--- src/rtl/sbus_pkg.sv ---
package sbus_pkg;

  localparam int OP_W = 4;

  localparam logic [OP_W-1:0] OP_ADD   = 4'd0;
  localparam logic [OP_W-1:0] OP_LOAD  = 4'd1;
  localparam logic [OP_W-1:0] OP_STORE = 4'd2;
  localparam logic [OP_W-1:0] OP_ADDM  = 4'd3;
  localparam logic [OP_W-1:0] OP_JUMP  = 4'd4;

  // Which instruction field addresses the register file this step
  typedef enum logic {FLD_A = 1'b0, FLD_B = 1'b1} fieldSel_t;

  // Per-step strobes from the sequencer to the datapath
  typedef struct packed {
    logic      pcIn;
    logic      pcOut;
    logic      marIn;
    logic      mdrIn;    // capture from internal bus
    logic      mdrOut;   // drive internal bus
    logic      mdrExt;   // drive external write data
    logic      mdrCap;   // capture from memory on completion
    logic      irIn;
    logic      yIn;
    logic      zIn;
    logic      zOut;
    logic      rfIn;
    logic      rfOut;
    fieldSel_t rfSel;
    logic      offOut;
    logic      selFour;
    logic      memRd;
    logic      memWr;
  } ctlStrobes_t;

endpackage

--- src/rtl/sbus_regfile.sv ---
module sbus_regfile #(
  parameter int DATA_W  = 32,
  parameter int REG_CNT = 16,
  localparam int RIDX_W = $clog2(REG_CNT)
) (
  input  logic              clk,
  input  logic              rstN,
  input  logic              we,
  input  logic [RIDX_W-1:0] idx,
  input  logic [DATA_W-1:0] wData,
  output logic [DATA_W-1:0] rData
);

  logic [DATA_W-1:0] regs [REG_CNT];

  always_ff @(posedge clk) begin
    if (!rstN) begin
      for (int i = 0; i < REG_CNT; i++) regs[i] <= '0;
    end else if (we) begin
      regs[idx] <= wData;
    end
  end

  assign rData = regs[idx];

endmodule

--- src/rtl/sbus_datapath.sv ---
module sbus_datapath import sbus_pkg::*; #(
  parameter int DATA_W  = 32,
  parameter int REG_CNT = 16,
  parameter int OFF_W   = 16
) (
  input  logic              clk,
  input  logic              rstN,
  input  ctlStrobes_t       ctl,
  input  logic              memDone,
  input  logic [DATA_W-1:0] memRData,
  output logic [DATA_W-1:0] memAddr,
  output logic [DATA_W-1:0] memWData,
  output logic              memRead,
  output logic              memWrite,
  output logic [OP_W-1:0]   opcode
);

  localparam int RIDX_W = $clog2(REG_CNT);
  localparam int OP_LSB = DATA_W - OP_W;
  localparam int RA_LSB = OP_LSB - RIDX_W;
  localparam int RB_LSB = RA_LSB - RIDX_W;
  localparam logic [DATA_W-1:0] STEP_BYTES = DATA_W'(4);

  logic [DATA_W-1:0] pc, mar, mdr, y, z;
  logic [OP_W-1:0]   irOp;
  logic [RIDX_W-1:0] irA, irB;
  logic [OFF_W-1:0]  irOff;
  logic              rdPend, wrPend;

  logic [DATA_W-1:0] bus, offExt, aluA, aluSum, rfRData;
  logic [RIDX_W-1:0] rfIdx;

  assign offExt = {{(DATA_W-OFF_W){irOff[OFF_W-1]}}, irOff};

  // AND-OR bus: the sequencer keeps the drive enables one-hot
  assign bus = ({DATA_W{ctl.pcOut}}  & pc)
             | ({DATA_W{ctl.zOut}}   & z)
             | ({DATA_W{ctl.mdrOut}} & mdr)
             | ({DATA_W{ctl.rfOut}}  & rfRData)
             | ({DATA_W{ctl.offOut}} & offExt);

  assign aluA   = ctl.selFour ? STEP_BYTES : y;
  assign aluSum = aluA + bus;
  assign rfIdx  = (ctl.rfSel == FLD_A) ? irA : irB;

  sbus_regfile #(.DATA_W(DATA_W), .REG_CNT(REG_CNT)) u_rf (
    .clk   (clk),
    .rstN  (rstN),
    .we    (ctl.rfIn),
    .idx   (rfIdx),
    .wData (bus),
    .rData (rfRData)
  );

  always_ff @(posedge clk) begin
    if (!rstN) begin
      pc    <= '0;
      mar   <= '0;
      mdr   <= '0;
      y     <= '0;
      z     <= '0;
      irOp  <= '0;
      irA   <= '0;
      irB   <= '0;
      irOff <= '0;
    end else begin
      if (ctl.pcIn)  pc  <= bus;
      if (ctl.marIn) mar <= bus;
      if (ctl.yIn)   y   <= bus;
      if (ctl.zIn)   z   <= aluSum;
      if (ctl.mdrCap && memDone) mdr <= memRData;
      else if (ctl.mdrIn)        mdr <= bus;
      if (ctl.irIn) begin
        irOp  <= bus[DATA_W-1 -: OP_W];
        irA   <= bus[OP_LSB-1 -: RIDX_W];
        irB   <= bus[RA_LSB-1 -: RIDX_W];
        irOff <= bus[OFF_W-1:0];
      end
    end
  end

  // Request latches: set by the issuing step, cleared by completion
  always_ff @(posedge clk) begin
    if (!rstN) begin
      rdPend <= 1'b0;
      wrPend <= 1'b0;
    end else begin
      if (ctl.memRd)    rdPend <= 1'b1;
      else if (memDone) rdPend <= 1'b0;
      if (ctl.memWr)    wrPend <= 1'b1;
      else if (memDone) wrPend <= 1'b0;
    end
  end

  assign memAddr  = mar;
  assign memRead  = rdPend;
  assign memWrite = wrPend;
  assign memWData = ctl.mdrExt ? mdr : '0;
  assign opcode   = irOp;

  // single bus driver per step
  p_one_driver_r3: assert property (@(posedge clk) disable iff (!rstN)
    $onehot0({ctl.pcOut, ctl.zOut, ctl.mdrOut, ctl.rfOut, ctl.offOut}));

  // requests persist until completion
  p_read_held_r10: assert property (@(posedge clk) disable iff (!rstN)
    (memRead && !memDone) |=> memRead);
  p_write_held_r10: assert property (@(posedge clk) disable iff (!rstN)
    (memWrite && !memDone) |=> memWrite);

  // no overlapping requests, write data quiet outside writes
  p_no_overlap_r6: assert property (@(posedge clk) disable iff (!rstN)
    !(memRead && memWrite));
  p_wdata_quiet_r6: assert property (@(posedge clk) disable iff (!rstN)
    (memWData != '0) |-> memWrite);

endmodule

--- src/rtl/sbus_control.sv ---
module sbus_control import sbus_pkg::*; (
  input  logic            clk,
  input  logic            rstN,
  input  logic [OP_W-1:0] opcode,
  input  logic            memDone,
  output ctlStrobes_t     ctl,
  output logic            errFlag
);

  localparam int STEP_W = 3;
  localparam logic [STEP_W-1:0] FIRST = STEP_W'(1);

  logic [STEP_W-1:0] step;
  logic waitMem, endInst, stall;

  always_comb begin
    ctl     = '0;
    waitMem = 1'b0;
    endInst = 1'b0;
    errFlag = 1'b0;
    case (step)
      3'd1: begin              // PC -> MAR, read, Z = PC + 4
        ctl.pcOut   = 1'b1;
        ctl.marIn   = 1'b1;
        ctl.memRd   = 1'b1;
        ctl.selFour = 1'b1;
        ctl.zIn     = 1'b1;
      end
      3'd2: begin              // Z -> PC and Y, wait for instruction
        ctl.zOut   = 1'b1;
        ctl.pcIn   = 1'b1;
        ctl.yIn    = 1'b1;
        ctl.mdrCap = 1'b1;
        waitMem    = 1'b1;
      end
      3'd3: begin              // MDR -> IR
        ctl.mdrOut = 1'b1;
        ctl.irIn   = 1'b1;
      end
      3'd4: begin
        case (opcode)
          OP_ADD: begin
            ctl.rfOut = 1'b1; ctl.rfSel = FLD_B; ctl.yIn = 1'b1;
          end
          OP_LOAD, OP_ADDM: begin
            ctl.rfOut = 1'b1; ctl.rfSel = FLD_B;
            ctl.marIn = 1'b1; ctl.memRd = 1'b1;
          end
          OP_STORE: begin
            ctl.rfOut = 1'b1; ctl.rfSel = FLD_B; ctl.marIn = 1'b1;
          end
          OP_JUMP: begin
            ctl.offOut = 1'b1; ctl.zIn = 1'b1;
          end
          default: begin
            errFlag = 1'b1;
            endInst = 1'b1;
          end
        endcase
      end
      3'd5: begin
        case (opcode)
          OP_ADD: begin
            ctl.rfOut = 1'b1; ctl.rfSel = FLD_A; ctl.zIn = 1'b1;
          end
          OP_LOAD: begin
            ctl.mdrCap = 1'b1; waitMem = 1'b1;
          end
          OP_STORE: begin
            ctl.rfOut = 1'b1; ctl.rfSel = FLD_A;
            ctl.mdrIn = 1'b1; ctl.memWr = 1'b1;
          end
          OP_ADDM: begin
            ctl.rfOut = 1'b1; ctl.rfSel = FLD_A; ctl.yIn = 1'b1;
            ctl.mdrCap = 1'b1; waitMem = 1'b1;
          end
          default: begin       // jump: Z -> PC
            ctl.zOut = 1'b1; ctl.pcIn = 1'b1; endInst = 1'b1;
          end
        endcase
      end
      3'd6: begin
        case (opcode)
          OP_ADD: begin
            ctl.zOut = 1'b1; ctl.rfIn = 1'b1; ctl.rfSel = FLD_A;
            endInst = 1'b1;
          end
          OP_LOAD: begin
            ctl.mdrOut = 1'b1; ctl.rfIn = 1'b1; ctl.rfSel = FLD_A;
            endInst = 1'b1;
          end
          OP_STORE: begin
            ctl.mdrExt = 1'b1; waitMem = 1'b1; endInst = 1'b1;
          end
          default: begin       // add from memory: Y + MDR -> Z
            ctl.mdrOut = 1'b1; ctl.zIn = 1'b1;
          end
        endcase
      end
      3'd7: begin              // add from memory: Z -> register A
        ctl.zOut = 1'b1; ctl.rfIn = 1'b1; ctl.rfSel = FLD_A;
        endInst = 1'b1;
      end
      default: endInst = 1'b1;
    endcase
  end

  assign stall = waitMem && !memDone;

  always_ff @(posedge clk) begin
    if (!rstN)        step <= FIRST;
    else if (stall)   step <= step;
    else if (endInst) step <= FIRST;
    else              step <= step + STEP_W'(1);
  end

  // error flag is a single-cycle pulse
  p_err_pulse_r9: assert property (@(posedge clk) disable iff (!rstN)
    errFlag |=> !errFlag);

  // a finished instruction is followed by a fetch step
  p_fetch_follows_r2: assert property (@(posedge clk) disable iff (!rstN)
    (endInst && !stall) |=> (ctl.pcOut && ctl.memRd));

  // a stalled step keeps waiting
  p_stall_keeps_r10: assert property (@(posedge clk) disable iff (!rstN)
    stall |=> waitMem);

endmodule

--- src/rtl/sbus_core.sv ---
module sbus_core import sbus_pkg::*; #(
  parameter int DATA_W  = 32,
  parameter int REG_CNT = 16,
  parameter int OFF_W   = 16
) (
  input  logic              clk,
  input  logic              rstN,
  output logic [DATA_W-1:0] memAddr,
  output logic [DATA_W-1:0] memWData,
  input  logic [DATA_W-1:0] memRData,
  output logic              memRead,
  output logic              memWrite,
  input  logic              memDone,
  output logic              errFlag
);

  ctlStrobes_t     ctl;
  logic [OP_W-1:0] opcode;

  sbus_control u_ctrl (
    .clk     (clk),
    .rstN    (rstN),
    .opcode  (opcode),
    .memDone (memDone),
    .ctl     (ctl),
    .errFlag (errFlag)
  );

  sbus_datapath #(.DATA_W(DATA_W), .REG_CNT(REG_CNT), .OFF_W(OFF_W)) u_dp (
    .clk      (clk),
    .rstN     (rstN),
    .ctl      (ctl),
    .memDone  (memDone),
    .memRData (memRData),
    .memAddr  (memAddr),
    .memWData (memWData),
    .memRead  (memRead),
    .memWrite (memWrite),
    .opcode   (opcode)
  );

  // no memory request or error while reset is applied
  p_reset_quiet_r1: assert property (@(posedge clk)
    !rstN |=> (!memRead && !memWrite && !errFlag) || rstN);

endmodule

--- config.mk ---
export PLATFORM = sky130hd
export DESIGN_NAME = sbus_core
export DESIGN_NICKNAME = d
export VERILOG_FILES = /design/src/rtl/sbus_pkg.sv /design/src/rtl/sbus_regfile.sv /design/src/rtl/sbus_datapath.sv /design/src/rtl/sbus_control.sv /design/src/rtl/sbus_core.sv
export SDC_FILE = /design/constraint.sdc
export NUM_CORES = 1
export LEC_CHECK = 0
export CAP_MARGIN = 20
export CELL_PAD_IN_SITES_DETAIL_PLACEMENT = 0
export CELL_PAD_IN_SITES_GLOBAL_PLACEMENT = 1
export CORE_MARGIN = 10
export CORE_UTILIZATION = 25
export CTS_CLUSTER_SIZE = 10
export DETAILED_ROUTE_END_ITERATION = 7
export PLACE_DENSITY_LB_ADDON = 0.1
export SETUP_SLACK_MARGIN = 0.15
export SLEW_MARGIN = 20
export SYNTH_ARGS = -nofsm -noshare
export SYNTH_HDL_FRONTEND = slang
export SYNTH_SLANG_ARGS = --single-unit
--- constraint.sdc ---
create_clock -name clk -period 6.6 [get_ports clk]
set_input_delay 1.32 -clock clk [delete_from_list [all_inputs] [get_ports clk]]
set_output_delay 1.32 -clock clk [all_outputs]
set_load 0.02 [all_outputs]
* Yosys cells after proc, flatten, opt, wreduce, memory -nomap -nowiden *
Memories as Yosys holds them, arrays and structs flattened.
Index checks and enable logic that the tools add are counted.

operators by class
  equality and inequality tests = 11
  add/sub/neg operators = 2
  bitwise logic cells = 9
  reductions and logical operators = 18
  muxes and demuxes = 49

operator list
  kind                   number
  $and A32 B32 Y32       5
  $mux W32               5
  $or A32 B32 Y32        4
  $add A32 B32 Y32       1
  $reduce_or A32 Y1      1
  $mux W1                26
  $pmux W1 S2            8
  $eq A3 B3 Y1 const B   4
  $reduce_or A3 Y1       4
  $pmux W1 S3            3
  $eq A4 B2 Y1 const B   2
  $mux W4                2
  $pmux W1 S4            2
  $reduce_or A2 Y1       4
  $eq A3 B2 Y1 const B   2
  $reduce_bool A2 Y1     3
  $reduce_or A5 Y1       1
  $eq A4 B1 Y1 const B   1
  $eq A4 B3 Y1 const B   1
  $logic_not A4 Y1       1
  $mux W2                2
  $reduce_or A4 Y1       1
  $add A3 B1 Y3 const B  1
  $eq A3 B1 Y1 const B   1
  other kinds (3)        4

word-level totals
  logic and storage cells = 102
  RAM bits = 512
  memories = 1
  flip-flop bits (word level) = 193
  output and inout port bits = 67
  bits of input ports = 35

memories
  name            words  width  rd ports  clocked after Yosys merged registers in  wr ports  RTL line            RTL
  u_dp.u_rf.regs  16     32     1         0                                        16        sbus_regfile.sv:14  logic [DATA_W-1:0] regs [REG_CNT];

* Longest topological paths before layout *
  depth in word-level cells = 11
  gate-level depth with buffers = 25
  mapped depth without buffers = 21

* Modules after synthesis *
From an unflattened synthesis, not the netlist that was laid out.

second synthesis, totals
  cell total of the unflattened synthesis = 2630
  area, all modules = 33362.0 µm²

modules (own cells, without submodules)
  module         instances  area each (µm²)  sequential area each (µm²)  cells an instance
  sbus_regfile   1          22880.7          15374.7                     1418
  sbus_datapath  1          9957.0           3803.6                      1136
  sbus_control   1          524.3            60.1                        76

* Worst setup path after synthesis *
Ideal clock, no wire load.

  path type = register to register
  start point = reg u_ctrl.step[0]
  end point = reg u_dp.z[28]
  arrival time = 5186 ps
  path slack = 1308 ps
  data required time = 6494 ps
  library setup time = 106 ps
  cell stages (with the launch flop) = 26
  buffers on the path = 5
  period minus slack after synthesis = 5292 ps
  cell sequence = dfxtp_1 > inv_1 > ha_1 > nor4bb_2 > buf_6 > mux2_4 > buf_6 > buf_6 > buf_6 > mux4_2 > o22ai_1 > a311oi_1 > nor2_1 > buf_2 > inv_1 > ha_1 > fa_1 > a21oi_1 > o21ai_0 > a31oi_1 > o21ai_1 > a2111oi_0 > o21bai_1 > a21o_1 > a211o_1 > o311ai_0

between the ends
  longest elaborated chain between the ends = 9
  elaborated cells between the ends (all ways) = 28
  classes of those cells = add/sub (1); eq/ne (7); mux (9); bitwise (9); reduce/logical (1); memory (1)

RTL lines
  item                                                                     RTL line             RTL
  from (decl)                                                              sbus_control.sv:13   logic [STEP_W-1:0] step;
  from (signal assigned)                                                   sbus_control.sv:112  else if (stall) step <= step;
  from (signal assigned)                                                   sbus_control.sv:114  else step <= step + STEP_W'(1);
  parallel branches: the longest is 7 deep, another holds $mem_v2 Z16 W32  -
  $or A32 B32 Y32 *                                                        sbus_datapath.sv:40  | ({DATA_W{ctl.offOut}} & offExt);
  via u_dp.bus[0]                                                          sbus_datapath.sv:30  logic [DATA_W-1:0] bus, offExt, aluA, aluSum, rfRData;
  $add A32 B32 Y32 *                                                       sbus_datapath.sv:43  assign aluSum = aluA + bus;
  to (signal assigned)                                                     sbus_datapath.sv:70  if (ctl.zIn) z <= aluSum;
  to (decl)                                                                sbus_datapath.sv:24  logic [DATA_W-1:0] pc, mar, mdr, y, z;

Mark *: on every way through the listed nets, which the timed path passes.
A chain may end at the register's enable or synchronous reset.

* Final worst setup path *
Same ends and word-level chain as after synthesis.

==> impl_metrics.toml <==
[run_status]
outcome = "finished clean"

[placement]
dpl.hpwl_um = 72250
numPortBuffers = 101
gp_congestion = 0.7794
dp_cells = 4360

[cells_and_area]
final_common_cell = "nor2_1"
fin_nets = 2861
area_delta_synth_final_pct = 18.41
final_cell_count_no_fill = 4500
n_fill_cell = 13020
antenna_cells = 0
layout-drive-gt1-share_pct = 15.89
final_cell_mix = "nor2_1, edfxtp_1, nand2_1"

[min_path]
min_to = "u_dp.z[1]$_SDFFE_PN0P_"
hold_path.class = "register to register"
hp-start = "u_dp.z[1]$_SDFFE_PN0P_"
hold_path_depth = 2

[global_routing]
track_usage_pct = 15.84
overflow = 0
grt_pass1_vias = 23130
grt_max_degree = 87
grt_pass1_wl_um = 167200
antenna_found_initial = 6

[die]
num_rows = 131
io-pin-count = 102
dieArea_sq_mm = 0.1439
coreArea_sq_mm = 0.1278
die_width_um = 379.3
die_h_um = 379.3
start_util_pct = 25.25

[logic_synthesis]
async_flop_share_pct = 0
synth_cells = 2716
synth_top_cell_by_area = "edfxtp_1"
synth_edf_count = 512
avgSynthCellArea_sq_um = 11.89
yosysSeqAreaShare_pct = 59.59
synth_top_family_by_area = "simple AND/OR/NAND/NOR gates"
synthAdderAreaFrac_pct = 1.496
synth_mux_area_share_pct = 9.100
ys_seq_elements = 705
syn_area_sq_mm = 0.03228
synth_compound_area_share_pct = 11.20
ys.warnings.count = 0
synth_cell_types = 67
synth_area_leaders = "edfxtp_1, dfxtp_1, mux4_2"
synth_ff_type = "edfxtp_1"
yosys.area.top_type_share_pct = 47.63
synth_xor_area_share_pct = 0.7597
synth_nets = 2789
synth-simple-area-share_pct = 13.73

[routing]
dr.pass1.iters = 8
wl_per_cell_um = 25.86
vias_per_cell = 4.888
vias = 21990
ant_nets = 0
wl_um = 116400
dr.first_iter.drc_count = 1800
remaining_drc_errors = 0

[sta]
worstMarginPinSlew_ns = 1.001
finalMaxSlewViolations = 0
rsz0062_at_grt = "no"
hold_viol = 0
finalSetupTns_ns = 0
period_share_pct = 90.03
setup_viol = 0
fmax_mhz = 168.3
final.setup_skew_ns = 0.02111
relSlewSlack_pct = 33.01
finalCriticalPeriod_ns = 5.942

[critical_path]
reg2reg_to = "u_dp.z[28]$_SDFFE_PN0P_"
r2r-start = "u_ctrl.step[0]$_SDFFE_PN1N_"
cpPeakStageDelay_ns = 0.56
critPathMaxFanout = 28
crit_family = "compound AO/OA/AOI/OAI gates"
cp-start-kind = "register"
worstPathArrival_ns = 6.48
worstSetupPathType = "register to register"
r2r_setup_slack_ns = 0.66
path_common_cell = "buf_4"
slowest_stage = "mux2_8"
crit_required_ns = 7.14
reg2regPathDepth = 23
critical_path_buf_inv_count = 5
crit_path_cell_trace = "inv_1, ha_1, nor4bb_4, buf_4, mux2_8, mux4_2, o22ai_1, a311oi_1, buf_4, nor2_1, inv_1, ha_1, fa_1, a21oi_1, o21ai_0, a31oi_1, o21ai_1, a2111oi_1, buf_4, o21bai_1, a21o_1, a211o_1, o311ai_0"
endpoint_kind = "register"

[power_and_ir_drop]
p_per_area_mw_per_mm2 = 376.5
p_leak_nw = 14.39
irDropWorstVdd_mv = 0.2530

[clocking]
clock-sinks = 705
clkTransAtPathRegs_ns = 0.06
clk_latency_ns = 0.67
cts_tree = "yes"
numCtsBuffers = 86
cts_buffer_depth = 3
root_buffer = "clkbuf_16"
postCtsSetupBuffers = 0
htree_levels = 3

[run]
cap_viol_max_count = 0
per-layer routing:
metal | track usage, % | share of wire [%]
met5 | 0 | 0.011
met4 | 3.271 | 2.0
met3 | 2.464 | 4.2
met2 | 26.92 | 48
met1 | 21.21 | 45
report_power, final:
part / internal (mW) / total, mW / switching, mW
clock network: 2.53 / 4.40 / 1.87
registers: 5.15 / 5.40 / 0.255
logic: 1.60 / 4.58 / 2.98
through the flow:
| step | hold WS [ns] | power (mW) | instance area, sq um | setup WS, ns | util [%] |
|---|---|---|---|---|---|
| 3_3_place_gp | 0.4530 | 10.14 | 35670 | 0.4433 | 27.90 |
| 5_1_grt | 0.5039 | 15.17 | 38220 | 0.2015 | 29.90 |
| 3_5_place_dp | 0.4605 | 10.17 | 35680 | 0.4167 | 27.91 |
| 6_report | 0.4679 | 14.39 | 38220 | 0.6582 | 29.90 |
| 4_1_cts | 0.4689 | 14.64 | 38190 | 0.3806 | 29.87 |
| 2_1_floorplan | 0.4437 | 8.305 | 32280 | 1.308 | - |
tightest hold or removal path: cells and delay by family, from the launching register on:
family,cells,cell delay [ns]
AND/OR/NAND/NOR,1,0.05
flip-flops,1,0.31
AO/OA/AOI/OAI,1,0.06
worst max-delay path by stage:
| stage | from | end | slack (ns) | depth (start not counted) |
|---|---|---|---|---|
| after floorplan | u_ctrl.step[0]$_SDFFE_PN1N_ | u_dp.z[28]$_SDFFE_PN0P_ | 1.31 | 25 |
| after global placement | u_ctrl.step[2]$_SDFFE_PN0N_ | u_dp.z[28]$_SDFFE_PN0P_ | 0.44 | 20 |
| after detailed placement | u_ctrl.step[2]$_SDFFE_PN0N_ | u_dp.z[28]$_SDFFE_PN0P_ | 0.42 | 20 |
| after CTS | u_ctrl.step[2]$_SDFFE_PN0N_ | u_dp.z[28]$_SDFFE_PN0P_ | 0.38 | 20 |
| after global routing | u_ctrl.step[0]$_SDFFE_PN1N_ | u_dp.z[28]$_SDFFE_PN0P_ | 0.20 | 23 |
| final | u_ctrl.step[0]$_SDFFE_PN1N_ | u_dp.z[28]$_SDFFE_PN0P_ | 0.66 | 23 |
cell type report:
cell class                 instances  area (sq um)  area share, %
sequential                       705         19240          50.33
multi-input combinational       1707         12100          31.64
clock buffer                     123          2394          6.262
timing repair buffer             242          2125          5.558
tap                             1662          2079          5.440
inverter                          46         172.7         0.4517
clock inverter                    15         118.9         0.3110
cell families after synthesis:
logic type,Yosys count
xor+xnor,28
fa+ha+maj,38
simple gates,1054
compound gates,450
flops,705
mux,136
buf+inv,305
cells in the mapped netlist, types with 5 or more instances:
master,number
a2111oi_0,6
a2111oi_2,8
a211o_1,5
a211oi_2,6
a21o_1,20
a21oi_1,64
a221o_1,17
a222oi_1,15
a22oi_1,33
a311oi_1,17
a31oi_1,8
and2_1,92
buf_1,10
buf_2,77
buf_4,8
buf_6,8
clkbuf_1,156
dfxtp_1,193
edfxtp_1,512
ha_1,37
inv_1,45
mux4_2,125
nand2_1,325
nand2b_1,6
nand3_1,10
nor2_1,548
nor2b_1,35
nor3_1,7
o211a_1,125
o211ai_1,5
o21ai_0,74
o21bai_1,5
o22ai_1,18
or3_1,8
xnor2_1,17
xor2_1,11
flip-flops by register name (all words and copies together), names as in the netlist, 3 cells and up:
register,cells
u_ctrl.step,3
u_dp.irA,4
u_dp.irB,4
u_dp.irOff,16
u_dp.mdr,32
u_dp.memAddr,32
u_dp.opcode,4
u_dp.pc,32
u_dp.u_rf.regs,512
u_dp.y,32
u_dp.z,32
what timing repair did:
action                     in CTS  in global routing
hold buffers                    0                  0
hold endpoints to repair        0                  0
setup endpoints to repair       0                  1
gates resized for setup         0                  3
(Power assumes the default switching activity.)
